==> config.mk <==
export PLATFORM = sky130hd
export DESIGN_NAME = supmon_status
export DESIGN_NICKNAME = d
export VERILOG_FILES = /design/src/rtl/supmon_pkg.sv /design/src/rtl/supmon_cfg.sv /design/src/rtl/supmon_clr_fsm.sv /design/src/rtl/supmon_bo_stat.sv /design/src/rtl/supmon_sd_guard.sv /design/src/rtl/supmon_status.sv
export SDC_FILE = /design/constraint.sdc
export NUM_CORES = 1
export LEC_CHECK = 0
export BUFFER_PORTS_ARGS = -buffer_cell sky130_fd_sc_hd__buf_2
export CAP_MARGIN = 20
export CORE_UTILIZATION = 47
export CTS_BUF_LIST = sky130_fd_sc_hd__clkbuf_4
export CTS_CLUSTER_DIAMETER = 150
export DETAILED_ROUTE_END_ITERATION = 10
export MAX_ROUTING_LAYER = met4
export PLACE_DENSITY_LB_ADDON = 0.05
export REMOVE_ABC_BUFFERS = 1
export SLEW_MARGIN = 40
export SYNTH_ARGS = -nofsm -noshare
export SYNTH_HDL_FRONTEND = slang
export SYNTH_SLANG_ARGS = --single-unit
==> constraint.sdc <==
create_clock -name clk -period 2.83 [get_ports clk]
set_input_delay 0.1415 -clock clk [delete_from_list [all_inputs] [get_ports clk]]
set_output_delay 0.1415 -clock clk [all_outputs]
set_load 0.05 [all_outputs]
==> src/rtl/supmon_pkg.sv <==
package supmon_pkg;

  localparam int MV_W   = 14;
  localparam int CODE_W = 4;

  typedef enum logic [1:0] {
    CLR_IDLE  = 2'd0,
    CLR_LOW   = 2'd1,
    CLR_HIGH  = 2'd2,
    CLR_ARMED = 2'd3
  } clr_state_e;

  // threshold in millivolts = base + step * code
  function automatic logic [MV_W-1:0] code_to_mv(
    input logic [MV_W-1:0]   base,
    input logic [MV_W-1:0]   step,
    input logic [CODE_W-1:0] code
  );
    return base + step * MV_W'(code);
  endfunction

endpackage

==> src/rtl/supmon_cfg.sv <==
module supmon_cfg
  import supmon_pkg::*;
#(
  parameter int CFG_W      = 8,
  parameter int BO_BASE_MV = 7975,
  parameter int SD_BASE_MV = 6475,
  parameter int STEP_MV    = 300
) (
  input  logic              clk,
  input  logic              rst_n,
  input  logic              cfg_we,
  input  logic [CFG_W-1:0]  cfg_wdata,
  output logic [CODE_W-1:0] bo_code,
  output logic [CODE_W-1:0] sd_code,
  output logic [MV_W-1:0]   bo_thr_mv,
  output logic [MV_W-1:0]   sd_thr_mv
);
  localparam int HALF = CFG_W / 2;

  logic [CFG_W-1:0] cfg_q;

  always_ff @(posedge clk or negedge rst_n) begin
    if (!rst_n)      cfg_q <= '0;
    else if (cfg_we) cfg_q <= cfg_wdata;
  end

  // upper half: brownout code, lower half: shutdown code
  assign bo_code = cfg_q[CFG_W-1:HALF];
  assign sd_code = cfg_q[HALF-1:0];

  assign bo_thr_mv = code_to_mv(MV_W'(BO_BASE_MV), MV_W'(STEP_MV), bo_code);
  assign sd_thr_mv = code_to_mv(MV_W'(SD_BASE_MV), MV_W'(STEP_MV), sd_code);

endmodule

==> src/rtl/supmon_clr_fsm.sv <==
module supmon_clr_fsm
  import supmon_pkg::*;
(
  input  logic clk,
  input  logic rst_n,
  input  logic active,     // brownout bit currently set
  input  logic ctl_bit,
  input  logic stat_rd,
  input  logic bo_flag,
  output logic clr_fire,   // clear the brownout bit at the next edge
  output logic armed
);
  clr_state_e st_q, st_d;

  always_comb begin
    st_d = st_q;
    if (!active) begin
      st_d = CLR_IDLE;
    end else begin
      case (st_q)
        CLR_IDLE:  if (!ctl_bit) st_d = CLR_LOW;
        CLR_LOW:   if (ctl_bit)  st_d = CLR_HIGH;
        CLR_HIGH:  if (!ctl_bit) st_d = CLR_ARMED;
        CLR_ARMED: if (stat_rd)  st_d = CLR_IDLE;
        default:   st_d = CLR_IDLE;
      endcase
    end
  end

  always_ff @(posedge clk or negedge rst_n) begin
    if (!rst_n) st_q <= CLR_IDLE;
    else        st_q <= st_d;
  end

  assign armed    = (st_q == CLR_ARMED);
  assign clr_fire = armed & stat_rd & ~bo_flag;

endmodule

==> src/rtl/supmon_bo_stat.sv <==
module supmon_bo_stat (
  input  logic clk,
  input  logic rst_n,
  input  logic bo_flag,
  input  logic stat_rd,
  input  logic clr_fire,
  output logic brown_stat,
  output logic alert_q,
  output logic bo_rise
);
  logic bo_d;

  assign bo_rise = bo_flag & ~bo_d;

  always_ff @(posedge clk or negedge rst_n) begin
    if (!rst_n) begin
      bo_d       <= 1'b0;
      brown_stat <= 1'b0;
      alert_q    <= 1'b0;
    end else begin
      bo_d       <= bo_flag;
      // a present flag always wins over a clear
      brown_stat <= bo_flag | (brown_stat & ~clr_fire);
      // a fresh edge always wins over a release
      alert_q    <= bo_rise | (alert_q & ~stat_rd);
    end
  end

endmodule

==> src/rtl/supmon_sd_guard.sv <==
module supmon_sd_guard #(
  parameter int FET_N = 3
) (
  input  logic             clk,
  input  logic             rst_n,
  input  logic             sd_flag,
  input  logic             pack_hi,
  input  logic [FET_N-1:0] fet_req,
  output logic             shut_stat,
  output logic [FET_N-1:0] fet_en,
  output logic             sleep_req
);
  always_ff @(posedge clk or negedge rst_n) begin
    if (!rst_n) shut_stat <= 1'b0;
    else        shut_stat <= sd_flag & ~pack_hi;
  end

  for (genvar g = 0; g < FET_N; g++) begin : g_gate
    assign fet_en[g] = fet_req[g] & ~shut_stat;
  end

  assign sleep_req = shut_stat;

endmodule

==> src/rtl/supmon_status.sv <==
module supmon_status
  import supmon_pkg::*;
#(
  parameter int CFG_W      = 8,
  parameter int STAT_W     = 8,
  parameter int BO_BIT     = 4,
  parameter int SD_BIT     = 5,
  parameter int FET_N      = 3,
  parameter int BO_BASE_MV = 7975,
  parameter int SD_BASE_MV = 6475,
  parameter int STEP_MV    = 300
) (
  input  logic              clk,
  input  logic              rst_n,
  input  logic              bo_flag,
  input  logic              sd_flag,
  input  logic              pack_hi,
  input  logic              ctl_bit,
  input  logic              stat_rd,
  input  logic              cfg_we,
  input  logic [CFG_W-1:0]  cfg_wdata,
  input  logic [FET_N-1:0]  fet_req,
  output logic [STAT_W-1:0] stat_byte,
  output logic              alert_n,
  output logic [FET_N-1:0]  fet_en,
  output logic              sleep_req,
  output logic [CODE_W-1:0] bo_code,
  output logic [CODE_W-1:0] sd_code,
  output logic [MV_W-1:0]   bo_thr_mv,
  output logic [MV_W-1:0]   sd_thr_mv
);
  logic brown_stat, shut_stat, alert_q, bo_rise, clr_fire, armed;

  supmon_cfg #(
    .CFG_W(CFG_W), .BO_BASE_MV(BO_BASE_MV),
    .SD_BASE_MV(SD_BASE_MV), .STEP_MV(STEP_MV)
  ) u_cfg (
    .clk(clk), .rst_n(rst_n), .cfg_we(cfg_we), .cfg_wdata(cfg_wdata),
    .bo_code(bo_code), .sd_code(sd_code),
    .bo_thr_mv(bo_thr_mv), .sd_thr_mv(sd_thr_mv)
  );

  supmon_clr_fsm u_clr (
    .clk(clk), .rst_n(rst_n), .active(brown_stat), .ctl_bit(ctl_bit),
    .stat_rd(stat_rd), .bo_flag(bo_flag), .clr_fire(clr_fire), .armed(armed)
  );

  supmon_bo_stat u_bo (
    .clk(clk), .rst_n(rst_n), .bo_flag(bo_flag), .stat_rd(stat_rd),
    .clr_fire(clr_fire), .brown_stat(brown_stat), .alert_q(alert_q),
    .bo_rise(bo_rise)
  );

  supmon_sd_guard #(.FET_N(FET_N)) u_sd (
    .clk(clk), .rst_n(rst_n), .sd_flag(sd_flag), .pack_hi(pack_hi),
    .fet_req(fet_req), .shut_stat(shut_stat), .fet_en(fet_en),
    .sleep_req(sleep_req)
  );

  always_comb begin
    stat_byte         = '0;
    stat_byte[BO_BIT] = brown_stat;
    stat_byte[SD_BIT] = shut_stat;
  end

  assign alert_n = ~alert_q;

endmodule

Word-level counts from Yosys, hierarchy flattened
Index checks and enable logic that the tools add are counted.

word-level totals
  register bits after elaboration = 14
  word-level logic and storage cells = 43
  output and inout bits = 49
  input bits = 19

operators by class
  eq/ne operators = 7
  bitwise logic cells = 18
  muxes and demuxes = 6
  add/subtract/negate cells = 2
  multipliers = 2
  reductions and logical operators = 2

operators by type and width
  kind                                              count
  adder 13 x 13 -> 14 bit, first input constant     2
  multiplier 7 x 4 -> 11 bit, first input constant  2
  inequality test 3 bit, second input constant      4
  two-way mux 2 bit                                 5
  AND 1 bit                                         9
  one-hot mux 2 bit (4 select lines)                1
  inverter 1 bit                                    7
  == test 2 bit, second input constant              2
  AND reduction 4 bit                               1
  == test 2 x 1 -> 1 bit, second input constant     1
  zero test 2 bit                                   1
  OR 1 bit                                          2

Longest topological paths before layout
Gate-level depths: netlist of the first run.

  depth after elaboration = 6
  gate-level depth with buffers = 11
  mapped depth without buffers = 11

Modules after synthesis
A second synthesis of the first run with hierarchy kept.

unflattened totals
  cell total of the unflattened synthesis = 210
  area, all modules = 1913.1 um2

by module, submodules not included
  module           cells an instance  seq. area each (um2)  area each (um2)  instances
  supmon_cfg       166                200.2                 1495.2           1
  supmon_clr_fsm   19                 50.0                  182.7            1
  supmon_bo_stat   9                  75.1                  107.6            1
  supmon_status    10                 0.0                   67.6             1
  supmon_sd_guard  6                  25.0                  60.1             1

Worst setup path before layout of the first run
Ideal clock, no wire load.

  path type = register -> output
  start point = register u_cfg.cfg_q[4]
  end point = output bo_thr_mv[10]
  data arrival time = 3.702 ns
  stages on the path, launching flop included = 10
  slack = -1.013 ns
  path buffers = 0
  data required time = 2.689 ns
  path through = dfrtp_1 -> inv_1 -> fa_1 -> inv_1 -> ha_1 -> and3b_1 -> o22a_1 -> xor2_1 -> or3_1 -> xor2_1

between the ends
  word-level cells in the longest chain between the ends = 2

RTL lines
  item                        line                 RTL
  start: declaration          supmon_cfg.sv:20     logic [CFG_W-1:0] cfg_q;
  start signal: assignment    supmon_cfg.sv:24     else if (cfg_we) cfg_q <= cfg_wdata;
  multiplier 7 x 4 -> 11 bit  supmon_pkg.sv:19     return base + step * MV_W'(code);
  adder 13 x 13 -> 14 bit     supmon_pkg.sv:19
  end: declaration            supmon_status.sv:29  output logic [MV_W-1:0] bo_thr_mv,

No other way between the ends.

Final worst setup path of the first run
  start point = register u_cfg.cfg_q[7]
  end point = output bo_thr_mv[12]

The elaborated chain is that of the path after synthesis.

==> results of run 1 <==
cell families after synthesis:
| kind of cell | count (synthesis) | share of synthesized area [%] |
|---|---|---|
| compound gates | 42 | 16.12 |
| xor+xnor | 22 | 10.17 |
| fa+ha+maj | 35 | 23.91 |
| buf+inv | 39 | 10.30 |
| flops | 14 | 18.49 |
| mux | 5 | 2.774 |
| other cells | 2 | 0.3964 |
| simple gates | 61 | 17.83 |
routing by layer:
layer | routed length [um] | up-vias | GRT usage [%]
met4 | 29 | 0 | 4.076
met2 | 2476 | 59 | 43.17
met5 | 0 | - | -
met3 | 199 | 6 | 1.910
li1 | - | 972 | -
met1 | 2003 | 870 | 26.91
state kept, by name, indices dropped and copies added (netlist names):
signal / flops
u_clr.st_q: 2
u_sd.shut_stat: 1
u_bo.brown_stat: 1
u_cfg.cfg_q: 8
u_bo.bo_d: 1
u_bo.alert_q: 1
power by group:
group | internal, W | total (W) | switching, W
clock | 0.0000492 | 0.000103 | 0.0000542
combinational | 0.000929 | 0.00231 | 0.00138
sequential | 0.000232 | 0.000260 | 0.0000278
per-stage QoR:
step | hold WS, ns | TNS [ns] | util, % | cell area, sq um
floorplan | -0.1541 | -11.95 | - | 1823
global placement | 0.04713 | -0.8178 | 66.85 | 2521
detailed placement | 0.04769 | -1.337 | 66.85 | 2521
CTS | 0.005026 | -2.048 | 76.41 | 2882
global route | 0.004712 | -4.241 | 79.13 | 2984
finish | 0.009931 | -2.538 | 79.13 | 2984
cell usage after synthesis (all sizes together) (2+ instances only):
library cell	count	area [sq um]
or2	3	18.77
nand3b	4	30.03
xor2	11	96.34
buf	13	97.59
conb	2	7.510
o311a	2	31.28
or3	2	12.51
xnor2	11	96.34
a211oi	4	35.03
o211ai	2	15.01
nor2b	4	25.02
a21oi	6	30.03
mux2	2	22.52
nand2	23	86.33
dfrtp	14	350.3
inv	25	93.84
nor3	2	10.01
and3b	5	43.79
mux2i	3	30.03
o21ai	13	65.06
fa	2	40.04
ha	33	412.9
o22ai	2	12.51
nor2	6	22.52
nor3b	2	15.01
nand3	3	15.01
a21boi	2	15.02
path summary, 6_finish.rpt:
| check | from | end | slack [ns] | depth (start not counted) |
|---|---|---|---|---|
| worst min register to register | u_bo.bo_d | u_bo.alert_q | 0.43 | 1 |
| worst max-delay path | u_cfg.cfg_q[7] | bo_thr_mv[12] | -0.33 | 12 |
| max in group asynchronous | rst_n | u_cfg.cfg_q[2] | 2.31 | 2 |
| worst min-delay path | pack_hi | u_sd.shut_stat | 0.01 | 2 |
| worst max register to register | u_clr.st_q[0] | u_clr.st_q[0] | 1.30 | 8 |
| min in group asynchronous | rst_n | u_clr.st_q[1] | 0.29 | 2 |
timing repair:
item                                    in CTS  in global routing
endpoints found under the hold margin       15                  0
endpoints found under the setup margin      14                 14
buffers inserted                             7                  2
hold buffers                                 2                  0
pin swaps                                   23                  8
resized for setup                           62                 23
critical path: cells and delay by family (launching register included):
kind	cells	cell delay, ns
AO/OA/AOI/OAI	1	0.24
buffers and inverters	3	0.28
multiplexers	1	0.19
adder cells (fa/ha/maj)	3	0.83
flip-flops	1	0.41
AND/OR/NAND/NOR	4	0.80
layout make-up:
cell class | count | share of cell area (%)
inverters | 25 | 3.145
repair buffers | 115 | 27.34
flip-flops and latches | 14 | 11.74
multi-input cells | 175 | 55.01
clock buffers | 3 | 0.7547
well taps | 48 | 2.013
==> report_table.html, run 1 <==
<table>
<tr><th>Metric</th><th>Value</th></tr>
<tr><th colspan="2">Final layout</th></tr>
<tr><td>Total of fill cells in the finished design</td><td>261</td></tr>
<tr><td>Relative area change from synthesis to final layout</td><td>57.53%</td></tr>
<tr><td>Commonest cells after routing, fill and taps aside</td><td>buf_4 (57), buf_2 (42), ha_1 (25)</td></tr>
<tr><td>Share of cells above drive strength 1</td><td>49.40%</td></tr>
<tr><td>Multi-input gate area</td><td>1642 sq um</td></tr>
<tr><td>Area of all sequential standard cells</td><td>350.3 sq um</td></tr>
<tr><td>Most frequent standard cell in the layout excluding fill and tap cells</td><td>buf_4</td></tr>
<tr><td>Post-layout instance count excluding filler cells</td><td>380</td></tr>
<tr><td>Count of nets after finishing</td><td>388</td></tr>
<tr><td>Antenna cell count</td><td>0</td></tr>
<tr><th colspan="2">Global routing</th></tr>
<tr><td>Residual overflow from global routing</td><td>0</td></tr>
<tr><td>First-pass GRT wire length</td><td>7645 um</td></tr>
<tr><td>Vias in the first global route</td><td>1811</td></tr>
<tr><td>Maximum number of pins on one net before global-route repair</td><td>15</td></tr>
<tr><td>Combined global-route utilization of all metal layers</td><td>23.07%</td></tr>
<tr><td>Antenna violations before repair</td><td>0</td></tr>
<tr><th colspan="2">STA</th></tr>
<tr><td>RSZ-0062 raised after global routing</td><td>yes</td></tr>
<tr><td>Slack of the critical path</td><td>-0.3256 ns</td></tr>
<tr><td>Minimum period implied by the final worst setup slack</td><td>3.156 ns</td></tr>
<tr><td>Post-route clock period utilization</td><td>111.5%</td></tr>
<tr><td>Final-report setup violation count</td><td>11</td></tr>
<tr><td>Fmax achieved</td><td>between 300 and 400 MHz</td></tr>
<tr><td>Number of failing hold endpoints at the final stage</td><td>0</td></tr>
<tr><td>Worst Clk Skew</td><td>~0.00018 ns</td></tr>
<tr><td>Count of pins over their slew limit</td><td>0</td></tr>
<tr><th colspan="2">Drt</th></tr>
<tr><td>Routed length per instance</td><td>12.39 um</td></tr>
<tr><td>Antenna-violating nets left</td><td>0</td></tr>
<tr><td>Total length of routed wires</td><td>roughly 4700 um</td></tr>
<tr><td>Drt via density</td><td>5.018</td></tr>
<tr><td>Overall via count from detail_route</td><td>between 1500 and 2000</td></tr>
<tr><td>DRC marker count from the first detailed-route iteration</td><td>55</td></tr>
<tr><td>Remaining DRCs</td><td>0</td></tr>
<tr><td>First-pass iteration count of the detailed router</td><td>4</td></tr>
<tr><th colspan="2">Placed design</th></tr>
<tr><td>I/O Buffers</td><td>57</td></tr>
<tr><td>Detail Placement HPWL</td><td>3386 um</td></tr>
<tr><td>Pre-CTS setup slack</td><td>-0.2161 ns</td></tr>
<tr><td>Routability congestion estimate from global placement</td><td>0.8129</td></tr>
<tr><td>Placed Instances</td><td>366</td></tr>
<tr><th colspan="2">Clock tree</th></tr>
<tr><td>Maximum level of the CTS H-tree</td><td>1</td></tr>
<tr><td>CTS tree</td><td>yes</td></tr>
<tr><td>Clock tree sinks</td><td>14</td></tr>
<tr><td>Worst-Skew Late Latency</td><td>0.27 ns</td></tr>
<tr><td>Number of CTS-inserted buffers</td><td>3</td></tr>
<tr><td>Number of buffers on the longest clock path</td><td>2</td></tr>
<tr><td>Clock-pin slew on the worst setup and hold paths</td><td>0.07 ns</td></tr>
<tr><td>Clk root buf</td><td>clkbuf_4</td></tr>
<tr><th colspan="2">Die</th></tr>
<tr><td>I/O pin total</td><td>68</td></tr>
<tr><td>Floorplan row count</td><td>22</td></tr>
<tr><td>Std-Cell Core Area</td><td>around 3800 sq um</td></tr>
<tr><td>Die height</td><td>65.49 um</td></tr>
<tr><td>Die width</td><td>65.49 um</td></tr>
<tr><td>Die area</td><td>4288 sq um</td></tr>
<tr><td>Initial core utilization</td><td>between 50% and 60%</td></tr>
<tr><th colspan="2">Synthesis</th></tr>
<tr><td>Number of unique standard cell types used by synthesis</td><td>51</td></tr>
<tr><td>Post-synthesis area per instance</td><td>between 8 and 9 sq um</td></tr>
<tr><td>Post-synthesis register bit count</td><td>14</td></tr>
<tr><td>Synth warnings</td><td>0</td></tr>
<tr><td>Number of cells produced by synthesis</td><td>between 200 and 250</td></tr>
<tr><td>Summed instance area of the synthesized netlist</td><td>1894 sq um</td></tr>
<tr><td>Number of flops mapped to enable cells by yosys</td><td>0</td></tr>
<tr><td>Proportion of register bits with asynchronous set or reset after synthesis</td><td>100.0%</td></tr>
<tr><td>Dominant register cell in the synthesized netlist</td><td>dfrtp_1</td></tr>
<tr><td>Sequential cell area fraction in the yosys report</td><td>between 15 and 20%</td></tr>
<tr><th colspan="2">Status</th></tr>
<tr><td>Failing checks</td><td>setup timing</td></tr>
<tr><td>Status</td><td>complete, but fails checks</td></tr>
<tr><th colspan="2">Run</th></tr>
<tr><td>Total of max-cap violations</td><td>0</td></tr>
<tr><th colspan="2">Power</th></tr>
<tr><td>IR drop worst, VDD</td><td>0.9206 mV</td></tr>
<tr><td>Power density of the placed cells</td><td>896.5 nW/um^2</td></tr>
<tr><td>Static leakage</td><td>1.535 nW</td></tr>
<tr><td>Final Total Pwr</td><td>0.002675 W</td></tr>
<tr><th colspan="2">Worst setup path</th></tr>
<tr><td>Critical Setup Path Class</td><td>flip-flop to primary output</td></tr>
<tr><td>Setup crit start kind</td><td>flip-flop</td></tr>
<tr><td>Worst path required time</td><td>approximately 2.7 ns</td></tr>
<tr><td>Crit-path slowest cell</td><td>dfrtp_1</td></tr>
<tr><td>Cell with the most instances on the worst path</td><td>inv_2</td></tr>
<tr><td>Worst-path cell chain</td><td>ha_1 &gt; inv_2 &gt; fa_2 &gt; inv_2 &gt; ha_4 &gt; and3b_2 &gt; o211a_1 &gt; and3_4 &gt; and4bb_1 &gt; mux2i_1 &gt; nand3_1 &gt; buf_6</td></tr>
<tr><td>Worst Path Arrival</td><td>3.01 ns</td></tr>
<tr><td>Sort of element at the end of the critical path</td><td>primary output</td></tr>
<tr><td>Max Fanout on Critical Path</td><td>4</td></tr>
<tr><td>CP peak stage delay</td><td>0.41 ns</td></tr>
<tr><th colspan="2">Hold path</th></tr>
<tr><td>Worst hold-check path type</td><td>input port to flip-flop</td></tr>
</table>
Note: power is estimated with default switching activity, not from simulation.
==> run 2, diff against run 1 <==
Settings changed: RECOVER_POWER set to 100.
==> run 2 against run 1 <==
The run still ends with setup timing left. Register-to-register slack about the same. Final cell count did not move. Clock skew barely moved. First-iteration DRC count is 1.8% higher. Critical path depth stayed put. Worst hold slack barely moved. Power down 0.57%. Count of clock-buffer cells in the layout stayed put. Via count is 0.10% lower. Critical endpoint unchanged. Largest power group unchanged.
==> report_table.html, run 2 (same netlist as run 1, synthesis figures left out) <==
<table>
<tr><th>Metric</th><th>Value</th></tr>
<tr><th colspan="2">Status</th></tr>
<tr><td>Status</td><td>complete, but fails checks</td></tr>
<tr><td>Failing checks</td><td>setup timing</td></tr>
<tr><th colspan="2">Final layout</th></tr>
<tr><td>Max reg flops</td><td>8</td></tr>
<tr><td>Share of cells above drive strength 1</td><td>between 40% and 50%</td></tr>
<tr><td>Top reg by flops</td><td>u_cfg.cfg_q</td></tr>
<tr><td>Antenna cell count</td><td>0</td></tr>
<tr><td>Relative area change from synthesis to final layout</td><td>55.42%</td></tr>
<tr><td>Most frequent standard cell in the layout excluding fill and tap cells</td><td>buf_4</td></tr>
<tr><td>Largest registers in the final layout</td><td>u_cfg.cfg_q x8, u_clr.st_q x2</td></tr>
<tr><td>Post-layout instance count excluding filler cells</td><td>380</td></tr>
<tr><td>Count of nets after finishing</td><td>approximately 390</td></tr>
<tr><td>Commonest cells after routing, fill and taps aside</td><td>buf_4 (53), clkbuf_1 (26), ha_1 (25)</td></tr>
<tr><th colspan="2">Global routing</th></tr>
<tr><td>Combined global-route utilization of all metal layers</td><td>23.07%</td></tr>
<tr><td>Antenna violations before repair</td><td>0</td></tr>
<tr><td>Maximum number of pins on one net before global-route repair</td><td>15</td></tr>
<tr><td>Residual overflow from global routing</td><td>0</td></tr>
<tr><td>First-pass GRT wire length</td><td>7645 um</td></tr>
<tr><td>Vias in the first global route</td><td>1811</td></tr>
<tr><th colspan="2">Clock tree</th></tr>
<tr><td>Number of buffers on the longest clock path</td><td>2</td></tr>
<tr><td>Clock-pin slew on the worst setup and hold paths</td><td>0.07 ns</td></tr>
<tr><td>CTS tree</td><td>yes</td></tr>
<tr><td>Maximum level of the CTS H-tree</td><td>1</td></tr>
<tr><td>Clk root buf</td><td>clkbuf_4</td></tr>
<tr><td>Clock tree sinks</td><td>14</td></tr>
<tr><td>Number of CTS-inserted buffers</td><td>3</td></tr>
<tr><td>Worst-Skew Late Latency</td><td>0.27 ns</td></tr>
<tr><th colspan="2">Placed design</th></tr>
<tr><td>Placed Instances</td><td>around 370</td></tr>
<tr><td>Detail Placement HPWL</td><td>between 3000 and 4000 um</td></tr>
<tr><td>I/O Buffers</td><td>57</td></tr>
<tr><td>Routability congestion estimate from global placement</td><td>0.8129</td></tr>
<tr><td>Pre-CTS setup slack</td><td>-0.2161 ns</td></tr>
<tr><th colspan="2">STA</th></tr>
<tr><td>Minimum period implied by the final worst setup slack</td><td>3.153 ns</td></tr>
<tr><td>Post-route clock period utilization</td><td>111.4%</td></tr>
<tr><td>Transition at the pin with the smallest max-transition slack</td><td>0.7241 ns</td></tr>
<tr><td>Count of pins over their slew limit</td><td>0</td></tr>
<tr><td>Worst Clk Skew</td><td>between 0.0003 and 0.0004 ns</td></tr>
<tr><td>Number of failing hold endpoints at the final stage</td><td>0</td></tr>
<tr><td>Fmax achieved</td><td>317.1 MHz</td></tr>
<tr><td>Remaining max-slew budget at the tightest pin</td><td>51.72%</td></tr>
<tr><td>Slack of the critical path</td><td>-0.3231 ns</td></tr>
<tr><td>RSZ-0062 raised after global routing</td><td>yes</td></tr>
<tr><td>Final-report setup violation count</td><td>12</td></tr>
<tr><td>Total Negative Setup Slacks</td><td>-2.621 ns</td></tr>
<tr><th colspan="2">Die</th></tr>
<tr><td>Die height</td><td>65.49 um</td></tr>
<tr><td>Std-Cell Core Area</td><td>3771 sq um</td></tr>
<tr><td>Initial core utilization</td><td>50.23%</td></tr>
<tr><td>Die area</td><td>between 4000 and 5000 sq um</td></tr>
<tr><td>Floorplan row count</td><td>22</td></tr>
<tr><td>Die width</td><td>65.49 um</td></tr>
<tr><td>I/O pin total</td><td>68</td></tr>
<tr><th colspan="2">Worst setup path</th></tr>
<tr><td>Worst Path Arrival</td><td>3.01 ns</td></tr>
<tr><td>Sort of element at the end of the critical path</td><td>primary output</td></tr>
<tr><td>Max Fanout on Critical Path</td><td>4</td></tr>
<tr><td>Setup crit start kind</td><td>flip-flop</td></tr>
<tr><td>Critical Setup Path Class</td><td>flip-flop to primary output</td></tr>
<tr><td>Worst path required time</td><td>2.69 ns</td></tr>
<tr><th colspan="2">Drt</th></tr>
<tr><td>Remaining DRCs</td><td>0</td></tr>
<tr><td>First-pass iteration count of the detailed router</td><td>4</td></tr>
<tr><td>Total length of routed wires</td><td>4706 um</td></tr>
<tr><td>Overall via count from detail_route</td><td>roughly 1900</td></tr>
<tr><td>Antenna-violating nets left</td><td>0</td></tr>
<tr><td>Drt via density</td><td>5.013</td></tr>
<tr><td>DRC marker count from the first detailed-route iteration</td><td>56</td></tr>
<tr><td>Routed length per instance</td><td>~12 um</td></tr>
<tr><th colspan="2">Power</th></tr>
<tr><td>Final Total Pwr</td><td>roughly 0.0027 W</td></tr>
<tr><td>Power density of the placed cells</td><td>903.5 nW/um^2</td></tr>
<tr><td>IR drop worst, VDD</td><td>0.9155 mV</td></tr>
<tr><td>Static leakage</td><td>1.457 nW</td></tr>
<tr><th colspan="2">Hold path</th></tr>
<tr><td>Worst hold-check path type</td><td>input port to flip-flop</td></tr>
<tr><th colspan="2">Run</th></tr>
<tr><td>Total of max-cap violations</td><td>0</td></tr>
</table>
run 2: cell count changes in the layout (fill, tap and decap cells not counted), sizes merged:
cell / previous run / this run
buf: 113 / 84
clkbuf: 3 / 32
run 2: worst paths after layout:
kind	from	to	slack (ns)	cells after the start
worst min register to register	u_bo.bo_d	u_bo.alert_q	0.43	1
worst max-delay path	u_cfg.cfg_q[7]	bo_thr_mv[12]	-0.32	12
worst min-delay path	pack_hi	u_sd.shut_stat	0.01	2
worst max register to register	u_clr.st_q[0]	u_clr.st_q[0]	1.30	8
max in group asynchronous	rst_n	u_cfg.cfg_q[4]	1.93	2
min in group asynchronous	rst_n	u_clr.st_q[1]	0.44	2
run 2: layout make-up:
type	count	area [sq um]
Sequential cell	14	350.3
Fill cell	282	827.0
Clock buffer	3	22.52
Multi-Input combinational cell	175	1642
Timing Repair Buffer	115	775.7
Tap cell	48	60.06
Inverter	25	93.84
run 2: where the power goes:
group / switching [W] / internal (W) / leakage [nW]
sequential: 0.0000278 / 0.000232 / 0.166
combinational: 0.00138 / 0.000912 / 1.28
clock: 0.0000543 / 0.0000492 / 0.0138
total: 0.00147 / 0.00119 / 1.46
run 2: stage by stage:
| step | cell area (sq um) | hold slack, ns | utilization (%) |
|---|---|---|---|
| 2_1_floorplan | 1823 | -0.1541 | - |
| 3_3_place_gp | 2521 | 0.04713 | 66.85 |
| 3_5_place_dp | 2521 | 0.04769 | 66.85 |
| 4_1_cts | 2882 | 0.005026 | 76.41 |
| 5_1_grt | 2944 | 0.004712 | 78.07 |
| 6_report | 2944 | 0.01012 | 78.07 |
run 2: timing repair:
action,CTS,global route
hold endpoints to repair,15,0
setup buffers,7,2
hold buffers,2,0
resized for setup,62,23
setup endpoints to repair,14,14
pin swaps,23,8
run 2: critical path, cell delays in order (launching register included):
cell	delay (ns)
dfrtp_1	0.41
ha_1	0.30
inv_2	0.04
fa_2	0.33
inv_2	0.07
ha_4	0.20
and3b_2	0.23
o211a_1	0.24
and3_4	0.16
and4bb_1	0.30
mux2i_1	0.19
nand3_1	0.10
buf_6	0.16
run 2: routing by layer:
layer / routed length [um] / vias up / global-route usage, %
li1: - / 973 / -
met1: 2018 / 872 / 26.91
met2: 2483 / 56 / 43.17
met3: 177 / 4 / 1.910
met4: 27 / 0 / 4.076
met5: 0 / - / -
